## config.mk

```make
export PLATFORM = sky130hd
export DESIGN_NAME = pinbank_regs
export DESIGN_NICKNAME = d
export VERILOG_FILES = /design/src/rtl/pinbank_pkg.sv /design/src/rtl/pinbank_sync.sv /design/src/rtl/pinbank_port.sv /design/src/rtl/pinbank_regs.sv
export SDC_FILE = /design/constraint.sdc
export NUM_CORES = 1
export LEC_CHECK = 0
export ABC_CLOCK_PERIOD_IN_PS = 2600
export CAP_MARGIN = 15
export CELL_PAD_IN_SITES_DETAIL_PLACEMENT = 1
export CELL_PAD_IN_SITES_GLOBAL_PLACEMENT = 1
export CORE_UTILIZATION = 50
export CTS_CLUSTER_DIAMETER = 80
export CTS_CLUSTER_SIZE = 10
export DETAILED_ROUTE_END_ITERATION = 8
export DONT_BUFFER_PORTS = 1
export PLACE_DENSITY_LB_ADDON = 0.1
export SETUP_SLACK_MARGIN = 0.1
export SYNTH_ARGS = -nofsm -noshare
export SYNTH_HDL_FRONTEND = slang
export SYNTH_SLANG_ARGS = --single-unit
```

## constraint.sdc

```tcl
create_clock -name clk -period 2.6 [get_ports clk]
set_clock_uncertainty 0.05 [all_clocks]
set_input_delay 0.52 -clock clk [delete_from_list [all_inputs] [get_ports clk]]
set_output_delay 0.52 -clock clk [all_outputs]
set_load 0.01 [all_outputs]
```

## src/rtl/pinbank_pkg.sv

```systemverilog
package pinbank_pkg;
  localparam int BYTE_W = 8;
  localparam int KINDS  = 4;

  typedef enum logic [1:0] {
    RK_IN  = 2'd0,
    RK_OUT = 2'd1,
    RK_POL = 2'd2,
    RK_DIR = 2'd3
  } reg_kind_e;
endpackage

```

## src/rtl/pinbank_sync.sv

```systemverilog
module pinbank_sync #(
  parameter int W      = 16,
  parameter int STAGES = 2
) (
  input  logic         clk,
  input  logic         rst_n,
  input  logic [W-1:0] d_async,
  output logic [W-1:0] q_sync
);
  logic [W-1:0] stg [STAGES];

  always_ff @(posedge clk) begin
    if (!rst_n) stg[0] <= '0;
    else        stg[0] <= d_async;
  end

  for (genvar s = 1; s < STAGES; s++) begin : g_stage
    always_ff @(posedge clk) begin
      if (!rst_n) stg[s] <= '0;
      else        stg[s] <= stg[s-1];
    end
  end

  assign q_sync = stg[STAGES-1];
endmodule

```

## src/rtl/pinbank_port.sv

```systemverilog
module pinbank_port
  import pinbank_pkg::*;
(
  input  logic              clk,
  input  logic              rst_n,
  input  logic [BYTE_W-1:0] pin_lvl,
  input  logic              we_out,
  input  logic              we_pol,
  input  logic              we_dir,
  input  logic [BYTE_W-1:0] wdata,
  output logic [BYTE_W-1:0] in_view,
  output logic [BYTE_W-1:0] out_q,
  output logic [BYTE_W-1:0] pol_q,
  output logic [BYTE_W-1:0] dir_q,
  output logic [BYTE_W-1:0] drv_val,
  output logic [BYTE_W-1:0] drv_en
);
  always_ff @(posedge clk) begin
    if (!rst_n) begin
      out_q <= '1;
      pol_q <= '0;
      dir_q <= '1;
    end else begin
      if (we_out) out_q <= wdata;
      if (we_pol) pol_q <= wdata;
      if (we_dir) dir_q <= wdata;
    end
  end

  assign in_view = pin_lvl ^ pol_q;
  assign drv_val = out_q;
  assign drv_en  = ~dir_q;

  p_reset_vals_r1: assert property (@(posedge clk)
    !rst_n |=> (out_q == '1 && pol_q == '0 && dir_q == '1));
endmodule

```

## src/rtl/pinbank_regs.sv

```systemverilog
module pinbank_regs
  import pinbank_pkg::*;
#(
  parameter int PORTS       = 2,
  parameter int SYNC_STAGES = 2
) (
  input  logic                      clk,
  input  logic                      rst_n,
  input  logic                      wr_valid,
  output logic                      wr_ready,
  input  logic                      wr_cmd,
  input  logic [BYTE_W-1:0]         wr_data,
  input  logic                      rq_valid,
  output logic                      rq_ready,
  output logic                      rd_valid,
  input  logic                      rd_ready,
  output logic [BYTE_W-1:0]         rd_data,
  input  logic [PORTS*BYTE_W-1:0]   pad_in,
  output logic [PORTS*BYTE_W-1:0]   pad_out,
  output logic [PORTS*BYTE_W-1:0]   pad_oe
);
  localparam int NPIN = PORTS * BYTE_W;
  localparam int NREG = KINDS * PORTS;

  logic [BYTE_W-1:0] ptr_q;
  logic [BYTE_W-1:0] ptr_kind_idx, ptr_port;
  reg_kind_e         ptr_kind;
  logic              ptr_ok;
  logic              data_wr, rq_fire;
  logic [NPIN-1:0]   pin_sync;
  logic [BYTE_W-1:0] sel_byte;

  logic [BYTE_W-1:0] v_in  [PORTS];
  logic [BYTE_W-1:0] v_out [PORTS];
  logic [BYTE_W-1:0] v_pol [PORTS];
  logic [BYTE_W-1:0] v_dir [PORTS];

  assign wr_ready     = 1'b1;
  assign data_wr      = wr_valid && !wr_cmd;
  assign ptr_ok       = ptr_q < BYTE_W'(NREG);
  assign ptr_kind_idx = ptr_q / BYTE_W'(PORTS);
  assign ptr_port     = ptr_q % BYTE_W'(PORTS);
  assign ptr_kind     = reg_kind_e'(ptr_kind_idx[1:0]);

  always_ff @(posedge clk) begin
    if (!rst_n)                 ptr_q <= '0;
    else if (wr_valid && wr_cmd) ptr_q <= wr_data;
  end

  pinbank_sync #(.W(NPIN), .STAGES(SYNC_STAGES)) u_sync (
    .clk    (clk),
    .rst_n  (rst_n),
    .d_async(pad_in),
    .q_sync (pin_sync)
  );

  for (genvar p = 0; p < PORTS; p++) begin : g_port
    logic hit;
    assign hit = data_wr && ptr_ok && (ptr_port == BYTE_W'(p));

    pinbank_port u_port (
      .clk    (clk),
      .rst_n  (rst_n),
      .pin_lvl(pin_sync[p*BYTE_W +: BYTE_W]),
      .we_out (hit && ptr_kind == RK_OUT),
      .we_pol (hit && ptr_kind == RK_POL),
      .we_dir (hit && ptr_kind == RK_DIR),
      .wdata  (wr_data),
      .in_view(v_in[p]),
      .out_q  (v_out[p]),
      .pol_q  (v_pol[p]),
      .dir_q  (v_dir[p]),
      .drv_val(pad_out[p*BYTE_W +: BYTE_W]),
      .drv_en (pad_oe[p*BYTE_W +: BYTE_W])
    );
  end

  always_comb begin
    sel_byte = '0;
    for (int p = 0; p < PORTS; p++) begin
      if (ptr_ok && ptr_port == BYTE_W'(p)) begin
        unique case (ptr_kind)
          RK_IN:  sel_byte = v_in[p];
          RK_OUT: sel_byte = v_out[p];
          RK_POL: sel_byte = v_pol[p];
          RK_DIR: sel_byte = v_dir[p];
        endcase
      end
    end
  end

  assign rq_ready = !rd_valid || rd_ready;
  assign rq_fire  = rq_valid && rq_ready;

  always_ff @(posedge clk) begin
    if (!rst_n) begin
      rd_valid <= 1'b0;
      rd_data  <= '0;
    end else if (rq_fire) begin
      rd_valid <= 1'b1;
      rd_data  <= sel_byte;
    end else if (rd_ready) begin
      rd_valid <= 1'b0;
    end
  end

  p_input_ro_r3: assert property (@(posedge clk) disable iff (!rst_n)
    (data_wr && ptr_q < BYTE_W'(PORTS)) |=> ($stable(pad_out) && $stable(pad_oe)));

  p_ptr_keep_r8: assert property (@(posedge clk) disable iff (!rst_n)
    !(wr_valid && wr_cmd) |=> $stable(ptr_q));

  p_bad_index_r9: assert property (@(posedge clk) disable iff (!rst_n)
    (rq_fire && !(ptr_q < BYTE_W'(NREG))) |=> (rd_data == '0));

  p_rsp_hold_r11: assert property (@(posedge clk) disable iff (!rst_n)
    (rd_valid && !rd_ready) |=> (rd_valid && $stable(rd_data)));
endmodule

```

==> out/summary.txt <==
Setup TNS Final: 0 ns
worst hold path type: primary input to flop
Rows: 33
DRC: 0
fin crit share: 75.3%
actual slew at the worst max-slew pin: 0.692 ns
reg-to-reg setup timing slack: 0.64 ns
Worst EP arrival: 2.16 ns
number of hold-repair buffers added at the cts stage: 0
# IOs: 73
hold path depth: 1
Crit Path Class: flop to flop
Via density: 5.93
number of fill cells: 995
VDD IR max: 0.000319 V
slew margin rel.: 53.7%
nets: 486
initial antenna violation count: 0
clock latency on the worst-skew pair: 0.37 ns
first-pass GRT wire length: 16,300 µm
largest net degree at the start of global routing: 98
average wire per standard cell: 19.0 µm
Slew Viols, Final: 0
PortBufs: 0
Pwr Density: 643 nW/µm²
Final Hold Vio Count: 0
unrepaired setup endpoints after global routing: false
total gr overflow: 0
register area share after synthesis: 46.3%
min Tclk post-route: 1.96 ns
Area growth syn-to-layout: 4.69%
Cell variety after synth: 36
capturing point of the worst reg2reg path: g_port[1].u_port.dir_q[3]
Final GP Congestion: 0.874
# Post-CTS Setup Buffers: 0
post-synthesis cell area: 4190 µm²
drt first pass iters: 4
final WL: 10,700 µm
clock sinks: 97
post-cts resize count: 0
vias in the first global route: 3,081
total chip power: 0.00282 W
CTS buffer count: 9
most frequent cells in the layout: dfxtp_1 (97), nand3_1 (94), nand2_1 (71)
reg2reg start: ptr_q[2]
post-synth net total: 504
hold_sp: rst_n
Max Cap Viol: 0
DP Worst Slack: 0.680 ns
FMAX: 0.511 GHz
share of layout cells above drive strength 1: 8.26%
antenna viol nets, final: 0
Yosys reg bits: 97
Clock Tree Buf Depth: 2
Synth Instances: 474
CTS HTree Levels: 3
CP startpoint kind: flop
CP Max Fanout: 28
die width: 93.6 µm
Final WS setup: 0.642 ns
vias: 3,348
Worst Reg2Reg Path Length in Cells: 5
CTS root buf: clkbuf_8
Mean Syn Cell Area: 8.84 µm²
Worst Setup End Kind: flop
YS warnings: 0
die area: 8750 µm²
final setup fails: 0
Hold EP: g_port[1].u_port.dir_q[1]
CTS tree: yes
Core Area: 8180 µm²
starting density of the core: 51.3%
Crit path required time: 2.81 ns
Pleak: 1.79 nW
status: finished, final reports clean
most common cell after layout, fill and taps aside: dfxtp_1
die height: 93.6 µm
CTS clk-pin slew, worst paths: 0.10 ns
hpwl dp: 7200 µm
GRT Util Overall: 25.1%
DRT iter0 DRCs: 135
number of inserted diodes: 0
-- per-layer routing --
metal	global-route usage [%]	vias to the layer above	part of all wire [%]
met4	9.87	0	1.8
li1	-	1576	-
met2	42.2	93	49
met1	32.1	1664	45
met3	4.15	15	4.1
met5	0	-	0
-- synthesized netlist by cell type (all sizes together) --
master / instances / share of area [%]
nor2: 1 / 0.089
and4b: 1 / 0.24
nor4bb: 1 / 0.24
and3: 1 / 0.15
nor4: 1 / 0.51
dfxtp: 97 / 46
o211ai: 7 / 1.3
a31oi: 6 / 0.90
a221o: 5 / 1.2
and4bb: 1 / 0.30
nand3: 94 / 11
nand2b: 17 / 2.5
a22o: 2 / 0.42
a21boi: 25 / 4.5
clkbuf: 13 / 1.2
o21ai: 6 / 0.72
mux2: 9 / 2.6
nand2: 71 / 6.4
and2: 35 / 5.3
mux2i: 7 / 1.7
nor2b: 10 / 1.5
a221oi: 4 / 1.1
nor4b: 10 / 2.4
conb: 1 / 0.089
xnor2: 7 / 1.5
buf: 23 / 3.9
o22ai: 2 / 0.30
inv: 17 / 1.5
-- flip-flops by register name, indices dropped and copies added, names as in the netlist --
| name | flops |
|---|---|
| g_port.u_port.dir_q | 16 |
| ptr_q | 8 |
| g_port.u_port.pol_q | 16 |
| u_sync.stg | 32 |
| g_port.u_port.drv_val | 16 |
| rd_valid | 1 |
| rd_data | 8 |
-- cell type report --
| cell class | count | area (µm²) | share of cell area [%] |
|---|---|---|---|
| timing repair buffer | 7 | 52.6 | 1.20 |
| multi-input combinational | 324 | 1980 | 45.2 |
| sequential | 97 | 1940 | 44.3 |
| tap | 105 | 131 | 2.99 |
| clock buffer | 9 | 124 | 2.82 |
| inverter | 17 | 63.8 | 1.45 |
| clock inverter | 6 | 92.6 | 2.11 |
-- metrics by stage --
stage	hold WS, ns	instance area (µm²)	std cells	util, %
global placement	0.364	4170	550	51.0
global route	0.168	4390	565	53.7
detailed placement	0.372	4170	550	51.0
CTS	0.166	4390	565	53.7
finish	0.180	4390	565	53.7
floorplan	0.362	4190	474	-
-- how the worst max path moves through the flow --
| stage | startpoint | to | slack, ns | cells past startpoint |
|---|---|---|---|---|
| after global placement | ptr_q[5] | rd_data[7] | 0.77 | 4 |
| after CTS | ptr_q[2] | g_port[1].u_port.dir_q[3] | 0.64 | 5 |
| final | ptr_q[2] | g_port[1].u_port.dir_q[3] | 0.64 | 5 |
| after global routing | ptr_q[2] | g_port[1].u_port.dir_q[3] | 0.48 | 5 |
| after detailed placement | ptr_q[2] | g_port[1].u_port.dir_q[3] | 0.68 | 5 |
| after floorplan | wr_cmd | g_port[0].u_port.dir_q[0] | 0.97 | 6 |
-- critical path, stage by stage, from the launching register on --
cell and delay (ns):
dfxtp_1 0.37, buf_4 0.29, and4b_1 0.49, nand3_1 0.35, nand2_1 0.20, nand3_1 0.09
-- report_power, final --
group          leakage (nW)  switching [W]  internal, W
combinational         0.890       0.000104    0.0000748
clock                 0.107       0.000546     0.000543
sequential            0.792      0.0000279      0.00153
total                  1.79       0.000677      0.00214
-- cell families (layout without fill, tap and decap cells) --
logic type,after synthesis,after routing,share of synthesized area [%]
buffers and inverters,53,39,6.54
AO/OA/AOI/OAI,57,57,10.4
multiplexers,16,16,4.27
other,1,1,0.0895
XOR/XNOR,7,7,1.46
AND/OR/NAND/NOR,243,243,30.9
flip-flops,97,97,46.3
(Power assumes the default switching activity.)
